===== config.mk =====
export PLATFORM = sky130hd
export DESIGN_NAME = dtg_top
export DESIGN_NICKNAME = d
export VERILOG_FILES = /design/src/rtl/dtg_pkg.sv /design/src/rtl/dtg_regs.sv /design/src/rtl/dtg_scan.sv /design/src/rtl/dtg_decode.sv /design/src/rtl/dtg_top.sv
export SDC_FILE = /design/constraint.sdc
export NUM_CORES = 1
export LEC_CHECK = 0
export CAP_MARGIN = 20
export CORE_MARGIN = 4
export CORE_UTILIZATION = 25
export CTS_CLUSTER_SIZE = 30
export DETAILED_ROUTE_END_ITERATION = 7
export GPL_TIMING_DRIVEN = 0
export PLACE_DENSITY = 0.48
export SETUP_SLACK_MARGIN = 0.05
export SLEW_MARGIN = 20
export SYNTH_ARGS = -nofsm -noshare
export SYNTH_HDL_FRONTEND = slang
export SYNTH_HIERARCHICAL = 1
export SYNTH_SLANG_ARGS = --single-unit

===== constraint.sdc =====
create_clock -name clk -period 9.09 [get_ports clk]
set_clock_uncertainty 0.2 [all_clocks]
set_input_delay 2.727 -clock clk [delete_from_list [all_inputs] [get_ports clk]]
set_output_delay 2.727 -clock clk [all_outputs]
set_load 0.02 [all_outputs]

===== src/rtl/dtg_pkg.sv =====
package dtg_pkg;
    localparam int unsigned BUS_W   = 32;
    localparam int unsigned ADDR_W  = 5;
    localparam int unsigned LINE_W  = 16;
    localparam int unsigned POS_W   = 32;
    localparam int unsigned COLOR_W = 24;

    localparam int unsigned CFG_ACT_H_BIT = 29;
    localparam int unsigned CFG_ACT_V_BIT = 30;
    localparam int unsigned CFG_FETCH_BIT = 31;

    localparam logic [ADDR_W-1:0] A_RUN    = 5'd0;
    localparam logic [ADDR_W-1:0] A_CFG    = 5'd1;
    localparam logic [ADDR_W-1:0] A_HCTL   = 5'd2;
    localparam logic [ADDR_W-1:0] A_FRAME  = 5'd3;
    localparam logic [ADDR_W-1:0] A_VSW    = 5'd4;
    localparam logic [ADDR_W-1:0] A_DVS    = 5'd5;
    localparam logic [ADDR_W-1:0] A_DVE    = 5'd6;
    localparam logic [ADDR_W-1:0] A_AVS    = 5'd7;
    localparam logic [ADDR_W-1:0] A_AVE    = 5'd8;
    localparam logic [ADDR_W-1:0] A_DHCTL  = 5'd9;
    localparam logic [ADDR_W-1:0] A_AHCTL  = 5'd10;
    localparam logic [ADDR_W-1:0] A_BORDER = 5'd11;
    localparam logic [ADDR_W-1:0] A_UFLOW  = 5'd12;
    localparam logic [ADDR_W-1:0] A_SKEW   = 5'd13;
    localparam logic [ADDR_W-1:0] A_POL    = 5'd14;
    localparam logic [ADDR_W-1:0] A_CNTEN  = 5'd15;
    localparam logic [ADDR_W-1:0] A_FCNT   = 5'd16;
    localparam logic [ADDR_W-1:0] A_LCNT   = 5'd17;
    localparam logic [ADDR_W-1:0] A_FETCH  = 5'd18;

    typedef struct packed {
        logic [LINE_W-1:0] line_period;
        logic [POS_W-1:0]  frame_period;
        logic [1:0]        cnt_en;
    } scan_cfg_t;

    typedef struct packed {
        logic [LINE_W-1:0]  hs_width;
        logic [POS_W-1:0]   vs_width;
        logic [POS_W-1:0]   skew;
        logic [POS_W-1:0]   dv_start;
        logic [POS_W-1:0]   dv_end;
        logic [POS_W-1:0]   av_start;
        logic [POS_W-1:0]   av_end;
        logic [POS_W-1:0]   fetch_pos;
        logic [LINE_W-1:0]  dh_start;
        logic [LINE_W-1:0]  dh_end;
        logic [LINE_W-1:0]  ah_start;
        logic [LINE_W-1:0]  ah_end;
        logic               act_h_en;
        logic               act_v_en;
        logic               fetch_en;
        logic [2:0]         pol;
        logic [COLOR_W-1:0] border;
        logic [COLOR_W-1:0] uflow;
    } win_cfg_t;
endpackage


===== src/rtl/dtg_regs.sv =====
module dtg_regs
    import dtg_pkg::*;
(
    input  logic              clk,
    input  logic              rst_n,
    input  logic              we,
    input  logic [ADDR_W-1:0] addr,
    input  logic [BUS_W-1:0]  wdata,
    input  logic [POS_W-1:0]  frame_cnt,
    input  logic [LINE_W-1:0] line_cnt,
    output logic [BUS_W-1:0]  rdata,
    output logic              run,
    output scan_cfg_t         scfg,
    output win_cfg_t          wcfg
);
    localparam int unsigned HI_LSB = LINE_W;
    localparam int unsigned HI_MSB = 2 * LINE_W - 1;

    typedef struct packed {
        logic      run;
        scan_cfg_t s;
        win_cfg_t  w;
    } regs_t;

    regs_t r_d, r_q;

    always_comb begin
        r_d = r_q;
        if (we) begin
            case (addr)
                A_RUN:    r_d.run = wdata[0];
                A_CFG: begin
                    r_d.w.act_h_en = wdata[CFG_ACT_H_BIT];
                    r_d.w.act_v_en = wdata[CFG_ACT_V_BIT];
                    r_d.w.fetch_en = wdata[CFG_FETCH_BIT];
                end
                A_HCTL: begin
                    r_d.s.line_period = wdata[HI_MSB:HI_LSB];
                    r_d.w.hs_width    = wdata[LINE_W-1:0];
                end
                A_FRAME:  r_d.s.frame_period = wdata[POS_W-1:0];
                A_VSW:    r_d.w.vs_width     = wdata[POS_W-1:0];
                A_DVS:    r_d.w.dv_start     = wdata[POS_W-1:0];
                A_DVE:    r_d.w.dv_end       = wdata[POS_W-1:0];
                A_AVS:    r_d.w.av_start     = wdata[POS_W-1:0];
                A_AVE:    r_d.w.av_end       = wdata[POS_W-1:0];
                A_DHCTL: begin
                    r_d.w.dh_end   = wdata[HI_MSB:HI_LSB];
                    r_d.w.dh_start = wdata[LINE_W-1:0];
                end
                A_AHCTL: begin
                    r_d.w.ah_end   = wdata[HI_MSB:HI_LSB];
                    r_d.w.ah_start = wdata[LINE_W-1:0];
                end
                A_BORDER: r_d.w.border    = wdata[COLOR_W-1:0];
                A_UFLOW:  r_d.w.uflow     = wdata[COLOR_W-1:0];
                A_SKEW:   r_d.w.skew      = wdata[POS_W-1:0];
                A_POL:    r_d.w.pol       = wdata[2:0];
                A_CNTEN:  r_d.s.cnt_en    = wdata[1:0];
                A_FETCH:  r_d.w.fetch_pos = wdata[POS_W-1:0];
                default:  ;
            endcase
        end
    end

    always_ff @(posedge clk or negedge rst_n) begin
        if (!rst_n) r_q <= '0;
        else        r_q <= r_d;
    end

    always_comb begin
        rdata = '0;
        case (addr)
            A_RUN:    rdata[0] = r_q.run;
            A_CFG: begin
                rdata[CFG_ACT_H_BIT] = r_q.w.act_h_en;
                rdata[CFG_ACT_V_BIT] = r_q.w.act_v_en;
                rdata[CFG_FETCH_BIT] = r_q.w.fetch_en;
            end
            A_HCTL:   rdata = {r_q.s.line_period, r_q.w.hs_width};
            A_FRAME:  rdata = r_q.s.frame_period;
            A_VSW:    rdata = r_q.w.vs_width;
            A_DVS:    rdata = r_q.w.dv_start;
            A_DVE:    rdata = r_q.w.dv_end;
            A_AVS:    rdata = r_q.w.av_start;
            A_AVE:    rdata = r_q.w.av_end;
            A_DHCTL:  rdata = {r_q.w.dh_end, r_q.w.dh_start};
            A_AHCTL:  rdata = {r_q.w.ah_end, r_q.w.ah_start};
            A_BORDER: rdata[COLOR_W-1:0] = r_q.w.border;
            A_UFLOW:  rdata[COLOR_W-1:0] = r_q.w.uflow;
            A_SKEW:   rdata = r_q.w.skew;
            A_POL:    rdata[2:0] = r_q.w.pol;
            A_CNTEN:  rdata[1:0] = r_q.s.cnt_en;
            A_FCNT:   rdata = frame_cnt;
            A_LCNT:   rdata[LINE_W-1:0] = line_cnt;
            A_FETCH:  rdata = r_q.w.fetch_pos;
            default:  rdata = '0;
        endcase
    end

    assign run  = r_q.run;
    assign scfg = r_q.s;
    assign wcfg = r_q.w;

    // a write to a read-only counter word leaves every stored field untouched
    p_ro_write_ignored_r12: assert property (@(posedge clk) disable iff (!rst_n)
        (we && (addr == A_FCNT || addr == A_LCNT)) |=> (r_q == $past(r_q)));
endmodule


===== src/rtl/dtg_scan.sv =====
module dtg_scan
    import dtg_pkg::*;
(
    input  logic              clk,
    input  logic              rst_n,
    input  logic              run,
    input  scan_cfg_t         scfg,
    output logic [LINE_W-1:0] hx,
    output logic [POS_W-1:0]  pidx,
    output logic [LINE_W-1:0] line_cnt,
    output logic [POS_W-1:0]  frame_cnt
);
    typedef struct packed {
        logic [LINE_W-1:0] hx;
        logic [POS_W-1:0]  pidx;
        logic [LINE_W-1:0] line;
        logic [POS_W-1:0]  frame;
    } scan_t;

    scan_t st_d, st_q;
    logic [LINE_W:0] hx_inc;
    logic [POS_W:0]  pidx_inc;
    logic            h_wrap, f_wrap;

    always_comb begin
        hx_inc   = {1'b0, st_q.hx} + 1'b1;
        pidx_inc = {1'b0, st_q.pidx} + 1'b1;
        h_wrap   = hx_inc >= {1'b0, scfg.line_period};
        f_wrap   = pidx_inc >= {1'b0, scfg.frame_period};
        st_d     = st_q;
        if (!run) begin
            st_d = '0;
        end else begin
            st_d.hx   = h_wrap ? '0 : hx_inc[LINE_W-1:0];
            st_d.pidx = f_wrap ? '0 : pidx_inc[POS_W-1:0];
            if (f_wrap) begin
                st_d.line = '0;
                if (scfg.cnt_en[0]) st_d.frame = st_q.frame + 1'b1;
            end else if (h_wrap && scfg.cnt_en[1]) begin
                st_d.line = st_q.line + 1'b1;
            end
        end
    end

    always_ff @(posedge clk or negedge rst_n) begin
        if (!rst_n) st_q <= '0;
        else        st_q <= st_d;
    end

    assign hx        = st_q.hx;
    assign pidx      = st_q.pidx;
    assign line_cnt  = st_q.line;
    assign frame_cnt = st_q.frame;

    // the horizontal position returns to zero after the last pixel of a line
    p_line_wrap_r1: assert property (@(posedge clk) disable iff (!rst_n)
        (run && scfg.line_period != '0 && {1'b0, st_q.hx} == {1'b0, scfg.line_period} - 1'b1)
        |=> (st_q.hx == '0));

    // the frame counter only moves on the clock the frame index returns to zero
    p_frame_hold_r9: assert property (@(posedge clk) disable iff (!rst_n)
        (st_q.pidx != '0) |-> $stable(st_q.frame));

    // a stopped engine leaves all counters at zero one clock later
    p_idle_zero_r11: assert property (@(posedge clk) disable iff (!rst_n)
        !run |=> (st_q == '0));
endmodule


===== src/rtl/dtg_decode.sv =====
module dtg_decode
    import dtg_pkg::*;
(
    input  logic               clk,
    input  logic               rst_n,
    input  logic               run,
    input  win_cfg_t           wcfg,
    input  logic [LINE_W-1:0]  hx,
    input  logic [POS_W-1:0]   pidx,
    input  logic [COLOR_W-1:0] pix_in,
    input  logic               uflow_in,
    output logic               hsync,
    output logic               vsync,
    output logic               de,
    output logic               fetch,
    output logic [COLOR_W-1:0] pixel
);
    localparam int unsigned N_WIN = 4;

    typedef struct packed {
        logic               hs;
        logic               vs;
        logic               de;
        logic               fetch;
        logic [COLOR_W-1:0] pixel;
    } vid_t;

    vid_t o_d, o_q;

    logic [POS_W-1:0] win_pos [N_WIN];
    logic [POS_W-1:0] win_lo  [N_WIN];
    logic [POS_W-1:0] win_hi  [N_WIN];
    logic [N_WIN-1:0] win_in;
    logic [POS_W-1:0] hx_ext;
    logic [POS_W:0]   vs_end;
    logic             hs_raw, vs_raw, in_disp, in_act, de_raw;

    assign hx_ext = {{(POS_W-LINE_W){1'b0}}, hx};

    always_comb begin
        win_pos[0] = hx_ext;
        win_lo[0]  = {{(POS_W-LINE_W){1'b0}}, wcfg.dh_start};
        win_hi[0]  = {{(POS_W-LINE_W){1'b0}}, wcfg.dh_end};
        win_pos[1] = pidx;
        win_lo[1]  = wcfg.dv_start;
        win_hi[1]  = wcfg.dv_end;
        win_pos[2] = hx_ext;
        win_lo[2]  = {{(POS_W-LINE_W){1'b0}}, wcfg.ah_start};
        win_hi[2]  = {{(POS_W-LINE_W){1'b0}}, wcfg.ah_end};
        win_pos[3] = pidx;
        win_lo[3]  = wcfg.av_start;
        win_hi[3]  = wcfg.av_end;
    end

    for (genvar g = 0; g < N_WIN; g++) begin : g_win
        assign win_in[g] = (win_pos[g] >= win_lo[g]) && (win_pos[g] <= win_hi[g]);
    end

    always_comb begin
        vs_end  = {1'b0, wcfg.skew} + {1'b0, wcfg.vs_width};
        hs_raw  = hx < wcfg.hs_width;
        vs_raw  = (pidx >= wcfg.skew) && ({1'b0, pidx} < vs_end);
        in_disp = win_in[0] & win_in[1];
        in_act  = (win_in[2] | ~wcfg.act_h_en) & (win_in[3] | ~wcfg.act_v_en);
        de_raw  = in_disp & in_act;

        o_d = '0;
        if (!run) begin
            o_d.hs = wcfg.pol[0];
            o_d.vs = wcfg.pol[1];
            o_d.de = wcfg.pol[2];
        end else begin
            o_d.hs    = hs_raw ^ wcfg.pol[0];
            o_d.vs    = vs_raw ^ wcfg.pol[1];
            o_d.de    = de_raw ^ wcfg.pol[2];
            o_d.fetch = wcfg.fetch_en && (pidx == wcfg.fetch_pos);
            if (de_raw)       o_d.pixel = uflow_in ? wcfg.uflow : pix_in;
            else if (in_disp) o_d.pixel = wcfg.border;
            else              o_d.pixel = '0;
        end
    end

    always_ff @(posedge clk or negedge rst_n) begin
        if (!rst_n) o_q <= '0;
        else        o_q <= o_d;
    end

    assign hsync = o_q.hs;
    assign vsync = o_q.vs;
    assign de    = o_q.de;
    assign fetch = o_q.fetch;
    assign pixel = o_q.pixel;

    // an enabled pixel that followed an underflow carries the underflow colour
    p_uflow_colour_r6: assert property (@(posedge clk) disable iff (!rst_n)
        ((o_q.de != wcfg.pol[2]) && $stable(wcfg.pol) && $past(uflow_in) && $past(run))
        |-> (o_q.pixel == $past(wcfg.uflow)));
endmodule


===== src/rtl/dtg_top.sv =====
module dtg_top
    import dtg_pkg::*;
(
    input  logic               clk,
    input  logic               rst_n,
    input  logic               bus_we,
    input  logic [ADDR_W-1:0]  bus_addr,
    input  logic [BUS_W-1:0]   bus_wdata,
    output logic [BUS_W-1:0]   bus_rdata,
    input  logic [COLOR_W-1:0] pix_in,
    input  logic               uflow_in,
    output logic               hsync_o,
    output logic               vsync_o,
    output logic               de_o,
    output logic [COLOR_W-1:0] pixel_o,
    output logic               fetch_o
);
    logic              run;
    scan_cfg_t         scfg;
    win_cfg_t          wcfg;
    logic [LINE_W-1:0] hx, line_cnt;
    logic [POS_W-1:0]  pidx, frame_cnt;

    dtg_regs u_regs (
        .clk       (clk),
        .rst_n     (rst_n),
        .we        (bus_we),
        .addr      (bus_addr),
        .wdata     (bus_wdata),
        .frame_cnt (frame_cnt),
        .line_cnt  (line_cnt),
        .rdata     (bus_rdata),
        .run       (run),
        .scfg      (scfg),
        .wcfg      (wcfg)
    );

    dtg_scan u_scan (
        .clk       (clk),
        .rst_n     (rst_n),
        .run       (run),
        .scfg      (scfg),
        .hx        (hx),
        .pidx      (pidx),
        .line_cnt  (line_cnt),
        .frame_cnt (frame_cnt)
    );

    dtg_decode u_decode (
        .clk      (clk),
        .rst_n    (rst_n),
        .run      (run),
        .wcfg     (wcfg),
        .hx       (hx),
        .pidx     (pidx),
        .pix_in   (pix_in),
        .uflow_in (uflow_in),
        .hsync    (hsync_o),
        .vsync    (vsync_o),
        .de       (de_o),
        .fetch    (fetch_o),
        .pixel    (pixel_o)
    );

    // two idle clocks leave every output at its inactive level
    p_idle_outputs_r11: assert property (@(posedge clk) disable iff (!rst_n)
        (!run && !$past(run) && $stable(wcfg.pol))
        |-> (hsync_o == wcfg.pol[0] && vsync_o == wcfg.pol[1] &&
             de_o == wcfg.pol[2] && pixel_o == '0 && !fetch_o));

    // the fetch pulse lasts one clock when a frame spans more than one pixel
    p_fetch_single_r8: assert property (@(posedge clk) disable iff (!rst_n)
        (fetch_o && scfg.frame_period > 1 && $stable(wcfg.fetch_pos))
        |=> !fetch_o);
endmodule


=== Word-level counts from Yosys, hierarchy flattened ===
Cells that the tools add are included.

* Register bits: 533
* Latch bits: 0
* Bits in writable memories: 0
* Memory bits (read-only): 0
* Output and inout port bits: 60
* Logic and storage cells: 126
* Memories: 0

* $add $sub $neg: 5
* Multipliers: 0
* Divide/modulo/power cells: 0
* Magnitude comparators: 13
* Eq/ne operators: 22
* Shift-type cells: 0
* Mux-type cells: 19
* Bitwise logic cells: 10
* Reduce and logical (&&, ||, !) cells: 26

{| class="wikitable"
|+ Operators by type and width
! operator !! count
|-
| case mux 13 bit (15 select lines) || 1
|-
| case mux 8 bit (14 select lines) || 1
|-
| >= comparator 32 bit || 3
|-
| 2-to-1 mux 32 bit || 3
|-
| 2-to-1 mux 96 bit || 1
|-
| 2-to-1 mux 24 bit || 3
|-
| <= comparator 32 bit || 2
|-
| case mux 5 bit (12 select lines) || 1
|-
| 2-to-1 mux 16 bit || 3
|-
| == test 5 x 4 -> 1 bit, second input constant || 8
|-
| case mux 3 bit (13 select lines) || 1
|-
| AND reduction 2 bit || 18
|-
| adder 32 x 1 -> 33 bit, second input constant || 1
|-
| adder 32 x 32 -> 33 bit || 1
|-
| >= comparator 33 x 32 -> 1 bit || 1
|-
| less-than comparator 32 x 33 -> 1 bit || 1
|-
| adder 32 x 1 -> 32 bit, second input constant || 1
|-
| == test 32 bit || 1
|-
| >= comparator 16 bit || 2
|-
| <= comparator 16 bit || 2
|-
| 2-to-1 mux 25 bit || 1
|-
| == test 5 x 3 -> 1 bit, second input constant || 4
|-
| case mux 1 bit (18 select lines) || 1
|-
| adder 16 x 1 -> 17 bit, second input constant || 1
|-
| other kinds (18) || 33
|}

=== Longest topological paths before layout ===
Gate-level depths: netlist of the first run.

* Word-level depth: 7
* Depth in mapped cells: 20

=== By module ===
Netlist of the first run, hierarchy kept.

{| class="wikitable"
|+ Modules (own cells, without submodules)
! module !! instances !! cells each !! area each (um2) !! seq. area each (um2)
|-
| dtg_regs || 1 || 1356 || 18574.1 || 10234.8
|-
| dtg_decode || 1 || 1249 || 9778.1 || 700.7
|-
| dtg_scan || 1 || 706 || 6286.0 || 2402.3
|}

=== Worst setup path before layout of the first run ===
No wires, ideal clock.

* Path kind: in2out
* Start: input port bus_addr[2]
* End: output port bus_rdata[14]
* Arrival time: 4.191 ns
* Data required time: 6.163 ns
* Slack: 1.972 ns
* Cell stages on the path: 8
* Cell sequence: buf_2 or2_1 buf_2 nor3_1 buf_4 a22oi_1 and3_1 nand4_1

* Cells in the longest elaborated chain, start to end: 2

{| class="wikitable"
|+ RTL lines
! what !! line !! source
|-
| start, declared || dtg_top.sv:7 || <nowiki>input logic [ADDR_W-1:0] bus_addr,</nowiki>
|-
| == test 5 bit, or another cell as far along || dtg_regs.sv:73 || <nowiki>case (addr)</nowiki>
|-
| case mux 13 bit (15 select lines) * || dtg_regs.sv:73 ||
|-
| end, declared || dtg_top.sv:9 || <nowiki>output logic [BUS_W-1:0] bus_rdata,</nowiki>
|}

Mark *: on every way between the ends. The rest lies on a longest branch, timed or not.

=== Worst setup path in the final report of the first run ===
* Start: input port bus_addr[3]
* End: output port bus_rdata[8]

Same word-level chain as after synthesis.

==> flow_summary.yaml, run 1 <==
worst_setup_path:
  critical_path_buf_inv_count: 6
  worst-endpoint-required_ns: 6.16
  worst-endpoint-arrival_ns: 6.17
  timing.critical_path.cells: "clkdlybuf4s50_1, buf_4, nand3b_1, buf_4, nor2_4, buf_6, buf_4, a22oi_1, nand4_1, dlygate4sd2_1"
  crit_path_end_kind: "output pin"
  path_class: "in2out"
  slowest_stage: "clkdlybuf4s50_1"
  timing.critical_path.mode_cell: "buf_4"
  critPathLaunch: "bus_addr[3]"
  critPathTopFamily: "buffers and inverters"
  startpoint_of_the_most_critical_register_to_register_path: "u_scan/pidx[2]$_DFF_PN0_"
  reg2reg_depth: 15
  worstPathMaxFanout: 10
  path_depth: 10
  cp-start-kind: "input port"
  critical-path-max-stage-delay_ns: 0.59
drt:
  routed_wire_length_per_instance_um: 29.2
  drtIter0Drc: 2846
  post-route-drc-count: 0
  detailroute.via_count: 28600
  drt_wl_total_um: 156000
  ant_nets: 0
  drt_pass1_iterations: 6
  avgViaCountPerCell: 5.33
yosys:
  synth_common_cells: "dfrtp_1 (533), ha_1 (354), mux2_2 (334)"
  synth_async_sr_flop_share_pct: 100
  yosys_warnings: 6
  synth_largest_area_cell: "dfrtp_1"
  syn-mean-instance-area_um2: 10.5
  netlist_instances: 3311
  cell_with_the_most_instances_after_synthesis: "dfrtp_1"
  netlist-cell-type-count: 96
  synth_fp_nets: 3731
  synth.cell_area_um2: 34600
  synth_largest_type_area_fraction_pct: 38.5
  synth_seq_area_share_pct: 38.5
  synth-seq-cells: 533
  most_used_flip_flop_cell_after_synthesis: "dfrtp_1"
  synth_edf_count: 0
  synth.top_cells.by_area: "dfrtp_1 (39%), ha_1 (13%), mux2_2 (11%)"
timing:
  max_slew_margin_pct: 24.4
  fin_crit_ns: 9.10
  final_critical_path_setup_slack_ns: -0.00573
  maxClockFrequency_mhz: 110
  fin_hold_ws_ns: 0.318
  setup_violations: 1
  slew_violations: 0
  finalHoldViolations: 0
  setup_repair_after_global_routing_missed_its_margin: "false"
  fin_crit_sh_pct: 100
  worstMarginPinSlew_ns: 1.13
hold_path:
  worstHoldStart: "u_regs/wcfg[269]$_DFFE_PN0P_"
  worstHoldPathType: "reg2reg"
  holdPathStages: 1
place:
  gp_routability_congestion: 0.982
  post-dp-hpwl_um: 125000
  post-place-ws_ns: -0.900
  io_buffers: 120
  postPlaceCellArea_um2: 38300
global_route:
  grt_start_max_net_pins: 84
  first_global_vias: 28100
  global_route.usage.total_pct: 21.0
  global_route_wire_length_before_repair_um: 218000
  grt_antenna_before_repair: 7
  globalRouteOverflowTotal: 0
flow_run:
  maxCapViolations: 0
clock_tree:
  clkSinkCount: 533
  cts-root-to-sink-buffers: 3
  clock_tree.root_cell: "clkbuf_16"
  clk_transition_reported_paths_ns: 0.06
  tritoncts: "built"
  clock_insertion_delay_worst_skew_ns: 0.65
  tritoncts.num_buffers: 67
  cts_max_level: 3
  ctsHoldBuffers: 0
run_status:
  run_status: "finished with violations"
  violations: "negative setup slack"
power:
  total_leakage_power_nw: 19.2
  power_density_nw_per_um2: 196
  power.ir.vdd_worst_uv: 127
final_layout:
  final_area_um2: 40800
  finalNetCount: 3937
  syn2layout_area_growth_pct: 17.8
  final_layout_size_suffix_gt1_share_pct: 17.4
  utilization_pct: 29.7
die:
  row_count: 136
  pin_count: 125
  die_y_um: 380
  initial_util_pct: 25.2
  total_die_area_um2: 145000
  core-area_um2: 137000
  die_w_um: 380
==> layer usage <==
layer | up-vias | routed length [µm] | GRT usage, %
li1 | 12500 | - | -
met1 | 14500 | 68900 | 28.4
met2 | 1196 | 68000 | 32.4
met3 | 316 | 10400 | 3.51
met4 | 2 | 9030 | 10.6
met5 | - | 13 | 0
==> final cells by class <==
class | count | area (µm²)
Inverter | 304 | 1140
Tap cell | 1794 | 2240
Clock buffer | 96 | 1970
Timing Repair Buffer | 137 | 1520
Clock inverter | 21 | 244
Buffer | 159 | 892
Fill cell | 14300 | 96700
Antenna cell | 2 | 5.00
Multi-Input combinational cell | 2315 | 19400
Sequential cell | 533 | 13300
==> kinds of logic after synthesis <==
family,Yosys count,share of synthesized area (%)
simple gates,738,11.7
compound gates,611,12.6
flops,533,38.5
mux,489,15.6
buf+inv,463,5.65
fa+ha+maj,355,12.8
xor+xnor,122,3.08
==> power breakdown <==
group	switching [mW]	internal, mW
sequential	0.523	2.74
clock	1.14	1.62
combinational	1.16	0.838
==> per-stage QoR <==
stage,power (mW),cells,setup TNS [ns]
6_report,8.01,5361,-0.00573
5_1_grt,8.38,5359,0
4_1_cts,8.04,5357,0
3_5_place_dp,5.23,5235,-13.00
3_3_place_gp,5.19,5225,-
2_1_floorplan,4.31,3311,0
==> layout by cell type, fill, tap and decap left out, drive strengths merged, types with 14 or more instances in the layout <==
master / count
a211o: 22
a211oi: 47
a21o: 79
a21oi: 131
a221oi: 41
a22o: 35
a22oi: 71
and2: 46
and3: 38
and4: 15
buf: 110
clkbuf: 163
clkdlybuf4s50: 114
dfrtp: 533
ha: 354
inv: 307
mux2: 413
mux2i: 76
nand2: 132
nand2b: 18
nand3: 87
nand4: 101
nor2: 134
nor2b: 36
nor3: 43
nor4: 35
o211ai: 14
o21ai: 73
or3: 14
xnor2: 60
xor2: 62
==> final timing paths <==
kind | end | slack [ns]
min | u_regs/wcfg[269]$_DFFE_PN0P_ | 0.32
max in group asynchronous | u_regs/wcfg[144]$_DFFE_PN0P_ | 5.19
min in group asynchronous | u_scan/frame_cnt[15]$_DFFE_PN0P_ | 1.74
min reg2reg | u_regs/wcfg[269]$_DFFE_PN0P_ | 0.32
max | bus_rdata[8] | -0.006
max reg2reg | u_scan/frame_cnt[1]$_DFFE_PN0P_ | 3.06
==> sequential cells by signal, indices dropped and copies added, names as in the netlist <==
| signal | flops |
|---|---|
| u_regs/wcfg | 358 |
| u_decode/fetch | 1 |
| u_regs/scfg | 50 |
| u_scan/line_cnt | 16 |
| u_regs/run | 1 |
| u_scan/hx | 16 |
| u_decode/vsync | 1 |
| u_decode/de | 1 |
| u_decode/pixel | 24 |
| u_scan/pidx | 32 |
| u_scan/frame_cnt | 32 |
| u_decode/hsync | 1 |
==> what timing repair did <==
| item | CTS | global route |
|---|---|---|
| pin swaps | 9 | 4 |
| resized for setup | 52 | 7 |
| endpoints found under the setup margin | 32 | 8 |
| setup buffers | 5 | 2 |
No activity file was read; power rests on OpenSTA's default activity.
==> run 2: changes to the inputs <==
CTS_BUF_LIST = sky130_fd_sc_hd__clkbuf_8 sky130_fd_sc_hd__clkbuf_16   (was default)
clock period = 11.1 ns   (was 9.09 ns; I/O delays follow)
==> run 2 against run 1 <==
Effect of this change:
- the flow now finishes without violations
- sequential power down 18%
- register-to-register slack better by 2.0 ns
- non-clock buffer count down 7
- via count down 0.22%
- power down 18%
- sequential share of layout area up 0.18 points
- die area unchanged
- core utilization down 0.16 points
- combinational power down 18%
- critical path type unchanged
==> flow_summary.yaml, run 2 (synthesis gave the netlist of run 1 again) <==
worst_setup_path:
  crit_path_end_kind: "output pin"
  reg2reg_depth: 15
  cp-start-kind: "input port"
  worst-endpoint-arrival_ns: 7.56
  worstPathMaxFanout: 10
  path_class: "in2out"
  worst-endpoint-required_ns: 7.57
clock_tree:
  ctsHoldBuffers: 0
  tritoncts: "built"
  clock_tree.root_cell: "clkbuf_16"
  clock_insertion_delay_worst_skew_ns: 0.65
  clkSinkCount: 533
  cts_max_level: 3
  clk_transition_reported_paths_ns: 0.06
  tritoncts.num_buffers: 67
  cts-root-to-sink-buffers: 3
final_layout:
  final_area_um2: 40600
  stdcell_count: 5356
  syn2layout_area_growth_pct: 17.1
  finalNetCount: 3930
  final_layout_size_suffix_gt1_share_pct: 16.8
  largest_register_ff_count: 358
  commonest_non_fill_non_tap_cell_in_the_layout: "dfrtp_1"
  layout.cells.most_common_list: "dfrtp_1 (532), ha_1 (354), mux2_2 (334)"
power:
  power_density_nw_per_um2: 161
  total_leakage_power_nw: 19.1
  power.ir.vdd_worst_uv: 104
  p_total_mw: 6.54
timing:
  setup_violations: 0
  final_critical_path_setup_slack_ns: 0.0139
  max_slew_margin_pct: 16.7
  fin_crit_sh_pct: 99.9
  fin_crit_ns: 11.09
  setup_repair_after_global_routing_missed_its_margin: "false"
  finalHoldViolations: 0
  worstMarginPinSlew_ns: 1.25
  maxClockFrequency_mhz: 90.2
  slew_violations: 0
global_route:
  grt_antenna_before_repair: 8
  global_route.usage.total_pct: 21.0
  global_route_wire_length_before_repair_um: 217000
  grt_start_max_net_pins: 84
  globalRouteOverflowTotal: 0
  first_global_vias: 28100
drt:
  detailroute.via_count: 28500
  post-route-drc-count: 0
  drt_wl_total_um: 156000
  drt_pass1_iterations: 6
  avgViaCountPerCell: 5.32
  routed_wire_length_per_instance_um: 29.2
  drtIter0Drc: 2744
  ant_nets: 0
run_status:
  run_status: "completed"
place:
  place_inst: 5235
  gp_routability_congestion: 0.982
  post-place-ws_ns: -0.0956
  post-dp-hpwl_um: 125000
  io_buffers: 120
  postPlaceCellArea_um2: 38300
die:
  pin_count: 125
  die_y_um: 380
  row_count: 136
  total_die_area_um2: 145000
  core-area_um2: 137000
  die_w_um: 380
  initial_util_pct: 25.2
flow_run:
  maxCapViolations: 0
hold_path:
  holdPathStages: 1
  worstHoldPathType: "reg2reg"
run 2: cell type report:
type / instances / area (µm²)
diodes: 4 / 10.0
plain buffers: 159 / 823
clock buffers: 83 / 1920
clock inverters: 34 / 293
fillers: 14400 / 96900
inverters: 304 / 1140
multi-input cells: 2315 / 19400
flip-flops and latches: 533 / 13300
well taps: 1794 / 2240
repair buffers: 130 / 1450
run 2: through the flow:
stage	TNS, ns	hold slack, ns	util (%)
2_1_floorplan	0	0.259	-
3_3_place_gp	-	0.299	27.7
3_5_place_dp	-0.0956	0.306	27.9
4_1_cts	0	0.319	29.5
5_1_grt	0	0.334	29.5
6_report	0	0.321	29.5
run 2: report_power, final:
group | internal [mW] | switching [mW]
Sequential | 2.24 | 0.426
Clock | 1.32 | 0.928
Combinational | 0.684 | 0.943
Total | 4.24 | 2.30
run 2: worst max-delay path: stages:
cell and delay [ns]:
clkdlybuf4s50_1 0.59, buf_4 0.30, nand3b_1 0.12, buf_2 0.44, nor2_2 0.21, clkbuf_4 0.34
buf_2 0.34, a221oi_1 0.69, nand4_1 0.46, clkdlybuf4s50_1 0.67
run 2: path summary, 6_finish.rpt:
| check | from | to | slack, ns |
|---|---|---|---|
| setup reg to reg | u_scan/pidx[2]$_DFF_PN0_ | u_scan/frame_cnt[1]$_DFFE_PN0P_ | 5.06 |
| max in group asynchronous | rst_n | u_regs/wcfg[208]$_DFFE_PN0P_ | 6.60 |
| hold / removal | u_regs/wcfg[269]$_DFFE_PN0P_ | u_regs/wcfg[269]$_DFFE_PN0P_ | 0.32 |
| setup / recovery | bus_addr[3] | bus_rdata[10] | 0.01 |
| hold reg to reg | u_regs/wcfg[269]$_DFFE_PN0P_ | u_regs/wcfg[269]$_DFFE_PN0P_ | 0.32 |
| min in group asynchronous | rst_n | u_scan/frame_cnt[15]$_DFFE_PN0P_ | 2.35 |
run 2: routing by layer:
layer  GRT usage, %  routed length (µm)  vias to the layer above
met4           10.8                9070                        8
met1           28.1               66900                    14500
met3           3.87               12000                      305
met2           32.3               68100                     1156
li1               -                   -                    12500
met5              0                  52                        -
run 2: timing repair:
item	4_1_cts	5_1_grt
gates resized for setup	1	2
setup endpoints to repair	1	2
buffers inserted	0	0
endpoints found under the hold margin	0	0
pin swaps	0	0
